## src/rtl/gpio_pkg.sv

```systemverilog
package gpio_pkg;
  localparam int unsigned OFS_DATA = 0;
  localparam int unsigned OFS_DIR  = 2;
  localparam int unsigned OFS_PULL = 9;
  localparam int unsigned SYNC_STAGES = 2;
endpackage

```

## src/rtl/gpio_sync.sv

```systemverilog
module gpio_sync #(
  parameter int unsigned WIDTH  = 8,
  parameter int unsigned STAGES = 2
) (
  input  logic             clk_i,
  input  logic             rst_ni,
  input  logic [WIDTH-1:0] d_i,
  output logic [WIDTH-1:0] q_o
);
  logic [WIDTH-1:0] stage_q [STAGES];

  always_ff @(posedge clk_i or negedge rst_ni) begin
    if (!rst_ni) stage_q[0] <= '0;
    else         stage_q[0] <= d_i;
  end

  for (genvar s = 1; s < STAGES; s++) begin : g_stage
    always_ff @(posedge clk_i or negedge rst_ni) begin
      if (!rst_ni) stage_q[s] <= '0;
      else         stage_q[s] <= stage_q[s-1];
    end
  end

  assign q_o = stage_q[STAGES-1];
endmodule

```

## src/rtl/gpio_regs.sv

```systemverilog
module gpio_regs
  import gpio_pkg::*;
#(
  parameter int unsigned WIDTH  = 8,
  parameter int unsigned ADDR_W = 4
) (
  input  logic              clk_i,
  input  logic              rst_ni,
  input  logic [ADDR_W-1:0] addr_i,
  input  logic              we_i,
  input  logic [WIDTH-1:0]  wdata_i,
  output logic [WIDTH-1:0]  data_q_o,
  output logic [WIDTH-1:0]  dir_q_o,
  output logic [WIDTH-1:0]  pull_q_o
);
  logic hit_data, hit_dir, hit_pull;

  assign hit_data = we_i && (addr_i == ADDR_W'(OFS_DATA));
  assign hit_dir  = we_i && (addr_i == ADDR_W'(OFS_DIR));
  assign hit_pull = we_i && (addr_i == ADDR_W'(OFS_PULL));

  always_ff @(posedge clk_i or negedge rst_ni) begin
    if (!rst_ni) begin
      data_q_o <= '0;
      dir_q_o  <= '0;
      pull_q_o <= '0;
    end else begin
      if (hit_data) data_q_o <= wdata_i;
      if (hit_dir)  dir_q_o  <= wdata_i;
      if (hit_pull) pull_q_o <= wdata_i;
    end
  end
endmodule

```

## src/rtl/gpio_rdmux.sv

```systemverilog
module gpio_rdmux
  import gpio_pkg::*;
#(
  parameter int unsigned WIDTH  = 8,
  parameter int unsigned ADDR_W = 4
) (
  input  logic [ADDR_W-1:0] addr_i,
  input  logic [WIDTH-1:0]  data_q_i,
  input  logic [WIDTH-1:0]  dir_q_i,
  input  logic [WIDTH-1:0]  pull_q_i,
  input  logic [WIDTH-1:0]  pin_sync_i,
  output logic [WIDTH-1:0]  rdata_o
);
  always_comb begin
    rdata_o = '0;
    if (addr_i == ADDR_W'(OFS_DATA))
      rdata_o = (dir_q_i & data_q_i) | (~dir_q_i & pin_sync_i);
    else if (addr_i == ADDR_W'(OFS_DIR))
      rdata_o = dir_q_i;
    else if (addr_i == ADDR_W'(OFS_PULL))
      rdata_o = pull_q_i;
  end
endmodule

```

## src/rtl/gpio_pinctl.sv

```systemverilog
module gpio_pinctl #(
  parameter int unsigned       WIDTH     = 8,
  parameter int unsigned       SLOW_BIT  = 7,
  parameter logic [WIDTH-1:0]  SLOW_MASK = WIDTH'(8'hC2)
) (
  input  logic [WIDTH-1:0] dir_q_i,
  input  logic [WIDTH-1:0] pull_q_i,
  output logic [WIDTH-1:0] pull_en_o,
  output logic [WIDTH-1:0] slow_en_o
);
  for (genvar i = 0; i < WIDTH; i++) begin : g_pin
    // active-low pull request, granted to inputs only
    assign pull_en_o[i] = !pull_q_i[i] && !dir_q_i[i];
    if (SLOW_MASK[i]) begin : g_slow
      assign slow_en_o[i] = dir_q_i[SLOW_BIT];
    end else begin : g_fast
      assign slow_en_o[i] = 1'b0;
    end
  end
endmodule

```

## src/rtl/gpio_port.sv

```systemverilog
module gpio_port
  import gpio_pkg::*;
#(
  parameter int unsigned      WIDTH     = 8,
  parameter int unsigned      ADDR_W    = 4,
  parameter int unsigned      SLOW_BIT  = 7,
  parameter logic [WIDTH-1:0] SLOW_MASK = WIDTH'(8'hC2)
) (
  input  logic              clk_i,
  input  logic              rst_ni,
  input  logic [ADDR_W-1:0] addr_i,
  input  logic              we_i,
  input  logic [WIDTH-1:0]  wdata_i,
  output logic [WIDTH-1:0]  rdata_o,
  input  logic [WIDTH-1:0]  pin_i,
  output logic [WIDTH-1:0]  pin_o,
  output logic [WIDTH-1:0]  pin_oe_o,
  output logic [WIDTH-1:0]  pull_en_o,
  output logic [WIDTH-1:0]  slow_en_o
);
  logic [WIDTH-1:0] data_q, dir_q, pull_q, pin_sync;

  gpio_regs #(.WIDTH(WIDTH), .ADDR_W(ADDR_W)) u_regs (
    .clk_i    (clk_i),
    .rst_ni   (rst_ni),
    .addr_i   (addr_i),
    .we_i     (we_i),
    .wdata_i  (wdata_i),
    .data_q_o (data_q),
    .dir_q_o  (dir_q),
    .pull_q_o (pull_q)
  );

  gpio_sync #(.WIDTH(WIDTH), .STAGES(SYNC_STAGES)) u_sync (
    .clk_i  (clk_i),
    .rst_ni (rst_ni),
    .d_i    (pin_i),
    .q_o    (pin_sync)
  );

  gpio_rdmux #(.WIDTH(WIDTH), .ADDR_W(ADDR_W)) u_rdmux (
    .addr_i     (addr_i),
    .data_q_i   (data_q),
    .dir_q_i    (dir_q),
    .pull_q_i   (pull_q),
    .pin_sync_i (pin_sync),
    .rdata_o    (rdata_o)
  );

  gpio_pinctl #(.WIDTH(WIDTH), .SLOW_BIT(SLOW_BIT), .SLOW_MASK(SLOW_MASK)) u_pinctl (
    .dir_q_i   (dir_q),
    .pull_q_i  (pull_q),
    .pull_en_o (pull_en_o),
    .slow_en_o (slow_en_o)
  );

  assign pin_o    = data_q;
  assign pin_oe_o = dir_q;
endmodule

```

## config.mk

```make
export PLATFORM = sky130hd
export DESIGN_NAME = gpio_port
export DESIGN_NICKNAME = d
export VERILOG_FILES = /design/src/rtl/gpio_pkg.sv /design/src/rtl/gpio_sync.sv /design/src/rtl/gpio_regs.sv /design/src/rtl/gpio_rdmux.sv /design/src/rtl/gpio_pinctl.sv /design/src/rtl/gpio_port.sv
export SDC_FILE = /design/constraint.sdc
export NUM_CORES = 1
export LEC_CHECK = 0
export BUFFER_PORTS_ARGS = -buffer_cell sky130_fd_sc_hd__buf_2
export CORE_ASPECT_RATIO = 0.75
export CORE_UTILIZATION = 54
export CTS_BUF_LIST = sky130_fd_sc_hd__clkbuf_8
export DETAILED_ROUTE_END_ITERATION = 8
export GPL_ROUTABILITY_DRIVEN = 0
export PLACE_DENSITY = 0.91
export SETUP_SLACK_MARGIN = 0.02
export SYNTH_ARGS = -nofsm -noshare
export SYNTH_HDL_FRONTEND = slang
export SYNTH_SLANG_ARGS = --single-unit
```

## constraint.sdc

```tcl
create_clock -name clk_i -period 2.95 [get_ports clk_i]
set_clock_uncertainty 0.2 [all_clocks]
set_input_delay 0.295 -clock clk_i [delete_from_list [all_inputs] [get_ports clk_i]]
set_output_delay 0.295 -clock clk_i [all_outputs]
set_load 0.05 [all_outputs]
```

# == Word level (Yosys, flattened, before mapping) ==
# Index checks and enable logic that the tools add are counted.
# totals
ff_bits,40
word_cells,42
# op_classes
n_eq_ne,2
mux,3
bitwise_logic,4
reduce_logical,28
# op_table
op,n
two-way mux 8 bit,3
bitwise AND 8 bit,2
logical NOT 1 bit,16
logical AND 1 bit,11
inverter 8 bit,1
bitwise OR 8 bit,1
equality test 4 x 2 -> 1 bit (second input constant),1
equality test 4 bit (second input constant),1
logical NOT 4 bit,1

# == Longest topological paths before layout ==
# Gate-level depths: netlist of the first run.
# depth
word_depth,4
ltp_mapped,4
ltp_nobuf,3

# == Cells and area by module ==
# From an unflattened synthesis of the first run, not the netlist that was laid out.
# unflattened
hier_cells,131
hier_area_um2,1793.0
# modules_own_cells
module,cells_per_inst,seq_area_each_um2,instances,area_each_um2
gpio_regs,54,600.6,1,955.9
gpio_sync,24,400.4,1,460.4
gpio_rdmux,36,0.0,1,282.8
gpio_pinctl,17,0.0,1,93.8

# == Worst setup path after synthesis of the first run ==
# OpenSTA, ideal clock, no wires.
# synth_path
path_type,register -> output
startpoint,register u_regs.dir_q_o[7]
endpoint,output port rdata_o[7]
path_stages_with_launch,4
path_slack_ns,0.720
arrival_ns,1.735
path_buffers,0
path_cell_list,dfrtp_1 or2b_1 a22oi_1 a21oi_1
# synth_via
elab_chain_cells,4
# synth_lines
item,line,source
start: declaration,gpio_regs.sv:13,"output logic [WIDTH-1:0] dir_q_o,"
start signal: assignment,gpio_regs.sv:29,if (hit_dir) dir_q_o <= wdata_i;
inverter 8 bit,gpio_rdmux.sv:17,rdata_o = (dir_q_i & data_q_i) | (~dir_q_i & pin_sync_i);
bitwise AND 8 bit,gpio_rdmux.sv:17,
bitwise OR 8 bit,gpio_rdmux.sv:17,
two-way mux 8 bit (*),gpio_rdmux.sv:16,if (addr_i == ADDR_W'(OFS_DATA))
end: declaration,gpio_port.sv:14,"output logic [WIDTH-1:0] rdata_o,"
# Every way passes the cells marked *; elsewhere a longest branch is shown, timed or not.

# == Final worst setup path of the first run ==
# layout_path
startpoint,input port addr_i[1]
endpoint,output port rdata_o[4]
# layout_via
elab_chain_cells,4
# layout_lines
item,line,source
start: declaration,gpio_port.sv:11,"input logic [ADDR_W-1:0] addr_i,"
equality test 4 bit,gpio_rdmux.sv:20,else if (addr_i == ADDR_W'(OFS_PULL))
two-way mux 8 bit,gpio_rdmux.sv:20,
two-way mux 8 bit,gpio_rdmux.sv:18,else if (addr_i == ADDR_W'(OFS_DIR))
two-way mux 8 bit (*),gpio_rdmux.sv:16,
# Marks and branches as above.

==> metrics.txt, run 1 <==
status=finished, final reports clean; Slowest Stage Delay on Critical Path=slightly below 900 ps; Synth Area in Compound Gates=between 5 and 6%; # nets final=approximately 210; post-synthesis mux area share=20.6%; yosys warns=0; crit share post-route=between 70 and 80%; synth unique cells=19; Cell Int Power=0.00112 W; initial antenna violation count=0; Setup CP Type=in -> out; cts bufs inserted=5; vias per cell=roughly 5.4; Post-synth top cells=40 x dfrtp_1, 24 x mux2_2, 9 x buf_4; Combinational Power Share=35.8%; FP Rows=17; synthesized cell area=between 1500 and 2000 sq um; final core area utilization=between 70% and 80%; setup violators final=0; I/O Buffers=57; Worst R2R Path Depth=1; CP max-delay cell=nor4_2; R2R setup slack=1890 ps; max cap viols=0; Via Count=about 1200; clock buffer depth=2; Primary FF master, synth=dfrtp_1; Slew Limit Fails=0; largest net degree at the start of global routing=41; main combinational cell family by area after synthesis=multiplexers; drt wl/cell=approximately 16 um; Adder-Cell Fraction of Synth Area=0%; Most common cell on crit path=buf_2; Rel. slew slack=between 30% and 40%; grt total ovfl=0; Top Ports=between 60 and 70; FF-to-FF End=u_regs.dir_q_o[7]; TritonRoute pass-1 iters=4; final hold vios=0; CTS root buf=clkbuf_8; clock sink total=40; Net Sw Power=between 0.0007 and 0.0008 W; min-delay worst type=in -> reg; maximum vdd drop=0.652 mV; DP HPWL=between 2000 and 2500 um; H-tree levels=2; area fraction of the dominant cell type after synthesis=58.9%; most common cell in the netlist=dfrtp_1; Synth Instances=~120; CTS tree=built; layout cells sized above 1=49.7%; capture point of the critical path=rdata_o[4]; final hold slack=roughly 53 ps; R2R Path Start=u_regs.dir_q_o[7]; Initial Utilization=between 50% and 60%; synth-to-layout area growth=29.1%; Residual DRC=0; Cell Chain, Critical Path=buf_2, nor4_2, a21oi_1, buf_2; crit start category=input port; die area=between 3000 and 4000 sq um; XOR/XNOR share of the synthesized area=0%; core area=2980 sq um; Synth area leader=dfrtp_1; Synth Area in Simple Gates=under 10%; Seq cells post-synth=40; static leakage=1.09 nW; crit-path max FO=12; part of the power in registers=a little under two fifths; EDFF count, synth=0; die height=50.6 um; Net Sw Frac=about two fifths; clk_lat worst skew=about 290 ps; top post-synthesis cells by area=dfrtp_1 59%, mux2_2 16%, mux2i_1 4.7%; Tmin final=~2300 ps; syn_area_per_cell=approximately 14 sq um; antenna-violating nets left=0; n_diodes=0; global-route wire length before repair=about 6000 um; clk slew on worst S/H paths=around 80 ps; vias in the first global route=about 1300; Post-Route WL=3640 um; CP required=around 2500 ps; setup TNS=0 ps; maximum operating frequency=435 MHz; DRT iter0 DRCs=84; Async S/R FF share, synth=100%; sequential share of the synthesized area=between 50% and 60%; chip width=between 60 and 70 um; Total Routing Usage GR=approximately a quarter; CP Capture Type=output port; PostCTS Resize Cnt=0; Critical Path AT=~1800 ps; Critical Path Source=addr_i[1]; PD cells=between 800 and 900 nW/um^2; Least-Margin Pin Slew=976 ps; unrepaired setup endpoints after global routing=no; Clock Power Share=25.9%
-- critical path: cells and delay by family --
kind,cells,cell delay (ps)
compound gates,1,180
simple gates,1,880
buf+inv,2,450
-- through the flow --
stage / setup slack (ps) / instance area [sq um] / power (W) / cells
detailed placement: 747 / 1980 / 0.00139 / 212
CTS: 761 / 2190 / 0.00188 / 229
global placement: 771 / 1980 / 0.00136 / 212
finish: 651 / 2190 / 0.00187 / 229
floorplan: 720 / 1720 / 0.00124 / 127
global route: 654 / 2190 / 0.00194 / 229
-- per-layer routing --
layer  track usage, %  share of wire (%)
met4             7.45                1.4
met1             30.3                 42
met3             9.09                6.4
met2             42.6                 50
met5                0                  0
-- power by group through the flow --
| stage | logic [W] | registers (W) | clock network, W |
|---|---|---|---|
| after floorplan | 0.000345 | 0.000892 | 0 |
| after global routing | 0.000701 | 0.000732 | 0.000510 |
| after global placement | 0.000648 | 0.000717 | 0 |
| after CTS | 0.000672 | 0.000717 | 0.000493 |
| final | 0.000670 | 0.000717 | 0.000484 |
| after detailed placement | 0.000659 | 0.000728 | 0 |
-- cells in the final DEF (no fill, tap or decap), drive strengths merged, types with 2 or more instances in the layout --
master       instances
a21oi                8
a22oi                8
buf                 58
clkbuf               7
conb                 5
dfrtp               40
dlygate4sd3          9
mux2                24
mux2i                8
nand2b               5
nor2                 8
nor4                 2
or2b                 4
-- repair_timing --
item / in CTS / in global routing
setup endpoints to repair: 0 / 0
hold buffers: 9 / 0
endpoints found under the hold margin: 48 / 0
buffers inserted: 0 / 0
-- area by class of cell --
cell class / count / area, sq um
sequential: 40 / 1000
fill: 209 / 783
multi-input combinational: 76 / 637
timing repair buffer: 67 / 383
clock buffer: 7 / 96.3
tap: 38 / 47.5
clock inverter: 1 / 30.0
-- sequential cells by signal (all words and copies together), names as in the netlist --
signal	flops
u_sync.stage_q	8
u_regs.pull_q_o	8
u_regs.dir_q_o	8
u_sync.q_o	8
u_regs.data_q_o	8
-- logic make-up after synthesis --
group | after synthesis
simple gates | 23
flops | 40
other cells | 1
mux | 32
buf+inv | 11
compound gates | 16
-- worst min-delay path by stage --
stage                    endpoint  slack [ps]               start  depth (start not counted)
3_5_place_dp        u_sync.q_o[7]         140  u_sync.stage_q[15]                          0
3_3_place_gp        u_sync.q_o[2]         130  u_sync.stage_q[10]                          0
6_report        u_regs.dir_q_o[6]          50          wdata_i[6]                          2
4_1_cts         u_regs.dir_q_o[6]          50          wdata_i[6]                          2
2_1_floorplan  u_regs.data_q_o[0]        -200              rst_ni                          0
5_1_grt         u_regs.dir_q_o[1]          60          wdata_i[1]                          2
No activity file was read; power rests on OpenSTA's default activity.
==> run 2: changes to the inputs <==
--- a/config.mk
+++ b/config.mk
@@ -7,11 +7,11 @@
 export LEC_CHECK = 0
 export BUFFER_PORTS_ARGS = -buffer_cell sky130_fd_sc_hd__buf_2
 export CORE_ASPECT_RATIO = 0.75
-export CORE_UTILIZATION = 54
+export CORE_UTILIZATION = 50
 export CTS_BUF_LIST = sky130_fd_sc_hd__clkbuf_8
 export DETAILED_ROUTE_END_ITERATION = 8
 export GPL_ROUTABILITY_DRIVEN = 0
-export PLACE_DENSITY = 0.91
+export PLACE_DENSITY = 0.86
 export SETUP_SLACK_MARGIN = 0.02
 export SYNTH_ARGS = -nofsm -noshare
 export SYNTH_HDL_FRONTEND = slang
==> constraint.sdc (replaced) <==
create_clock -name clk_i -period 2.2 [get_ports clk_i]
set_clock_uncertainty 0.2 [all_clocks]
set_input_delay 0.22 -clock clk_i [delete_from_list [all_inputs] [get_ports clk_i]]
set_output_delay 0.22 -clock clk_i [all_outputs]
set_load 0.05 [all_outputs]
==> run 2 against run 1 <==
Hold slack got worse by 45 ps. Clock power fell by 11%. Utilization fell by 1.6 points. Sequential share of layout area fell by 0.59 points. Wire length fell by 5.4%. Setup slack got worse by 290 ps.
==> metrics.txt, run 2 (synthesis gave the netlist of run 1 again) <==
CP required=1780 ps (-680 ps); Slowest Stage Delay on Critical Path=460 ps (-420 ps); PostCTS Resize Cnt=0 (unchanged); die area=3640 sq um (+7.7%); Tmin final=approximately 1800 ps; DP HPWL=2420 um (-2.5%); n_diodes=0 (unchanged); CP max-delay cell=dfrtp_1; H-tree levels=2 (unchanged); Critical Path AT=1420 ps (-380 ps); maximum operating frequency=543 MHz; met3 wire length=222 um (-4.7%); status=finished, final reports clean; R2R setup slack=1140 ps (-750 ps); unrepaired setup endpoints after global routing=no; CP bufs+invs=1 (-1); Post-Route WL=3450 um (-5.4%); R2R Path Start=u_regs.dir_q_o[7]; total setup buffers inserted after CTS=0 (unchanged); Total Routing Usage GR=21.9% (-3.4 points); Endpoint, Worst Hold=u_regs.dir_q_o[2]; die height=52.5 um (+3.8%); chip width=69.3 um (+3.8%); core area=3080 sq um (+3.6%); # nets final=223 (+4.7%); Top Ports=63 (unchanged); largest net degree at the start of global routing=41 (unchanged); min-delay worst type=in -> reg; Least-Margin Pin Slew=863 ps (-113 ps); most frequent cells in the layout=57 x buf_2, 40 x dfrtp_1, 24 x mux2_2; min-delay src=wdata_i[2]; TritonRoute pass-1 iters=4 (unchanged); Via Count=1213 (-1.6%); DRT iter0 DRCs=40 (-52%); clock buffer depth=2 (unchanged); clock sink total=40 (unchanged); final hold vios=0 (unchanged); vias per cell=5.14 (-4.5%); vias in the first global route=1243 (-1.7%); max cap viols=0 (unchanged); Slew Limit Fails=0 (unchanged); CP top delay family=flip-flops; maximum vdd drop=0.621 mV (-4.8%); crit-path max FO=8 (-4); Initial Utilization=55.1% (-2.0 points); global-route wire length before repair=5890 um (-1.5%); initial antenna violation count=0 (unchanged); setup ws final=360 ps (-292 ps); Met1 Routed Length=1530 um (-0.90%); routed wl met2=1650 um (-9.0%); I/O Buffers=57 (unchanged); crit start category=register; grt total ovfl=0 (unchanged); setup TNS=0 ps (unchanged); FP Rows=17 (unchanged); Rel. slew slack=42.5% (+8.1 points); Cell Chain, Critical Path=or2b_1, a22oi_1, a21oi_1, buf_2; clk slew on worst S/H paths=70 ps (about the same); antenna-violating nets left=0 (unchanged); cts bufs inserted=5 (unchanged); pre-CTS WS=340 ps (-407 ps); highest metal used=met4; CP Capture Type=output port; static leakage=1.10 nW (+1.5%); Worst R2R Path Depth=1 (unchanged); setup violators final=0 (unchanged); FF-to-FF End=u_regs.dir_q_o[7]; commonest non-fill, non-tap cell in the layout=buf_2; CTS root buf=clkbuf_8; drt wl/cell=14.6 um (-8.2%); synth-to-layout area growth=30.8%; Residual DRC=0 (unchanged); layout cells sized above 1=47.5% (-2.3 points); crit share post-route=83.6%; clk_lat worst skew=290 ps (about the same); hold path depth=2 (unchanged); CTS tree=built; Hold Buf Count CTS=16 (+7); Setup CP Type=reg -> out; PD cells=1030 nW/um^2 (+21%)
-- run 2: changes by cell type in the layout (fill, tap and decap cells not counted) --
cell / previous run / this run
dlygate4sd3_1: 9 / 16
nor4_2: 1 / 0
buf_4: 1 / 4
clkbuf_8: 7 / 5
bufinv_16: 1 / 0
nor4_1: 0 / 1
-- run 2: metal layers --
layer  vias to the layer above  track usage [%]
met1                       581             25.7
met3                         5             6.54
li1                        577                -
met5                         -                0
met2                        50             38.0
met4                         0             9.18
-- run 2: layout make-up --
class	count	area (sq um)
clock buffer	5	68.8
fill	229	861
multi-input combinational	76	631
sequential	40	1000
tap	38	47.5
timing repair buffer	77	475
-- run 2: report_power, final --
part / leakage (nW) / internal [W] / switching (W)
registers: 0.481 / 0.000853 / 0.000109
clock network: 0.0359 / 0.000204 / 0.000225
logic: 0.586 / 0.000254 / 0.000644
-- run 2: metrics by stage --
stage               power (W)  util, %  instances  hold slack, ps  instance area [sq um]
floorplan             0.00166        -        127            -276                   1720
global placement      0.00183     64.7        215             128                   1990
detailed placement    0.00186     64.7        215             130                   1990
CTS                   0.00230     72.1        236           0.722                   2220
global route          0.00239     72.1        236            13.6                   2220
finish                0.00229     72.1        236            8.15                   2220
-- run 2: worst max path at each step --
stage                                 start                 end  depth (start not counted)  slack (ps)
after floorplan           u_regs.dir_q_o[7]          rdata_o[7]                          3          50
final                     u_regs.dir_q_o[7]          rdata_o[7]                          4         360
after global placement            addr_i[1]  u_regs.pull_q_o[5]                          4         390
after detailed placement          addr_i[1]  u_regs.pull_q_o[1]                          4         340
after global routing      u_regs.dir_q_o[7]          rdata_o[7]                          4         280
after CTS                 u_regs.dir_q_o[7]          rdata_o[7]                          4         350
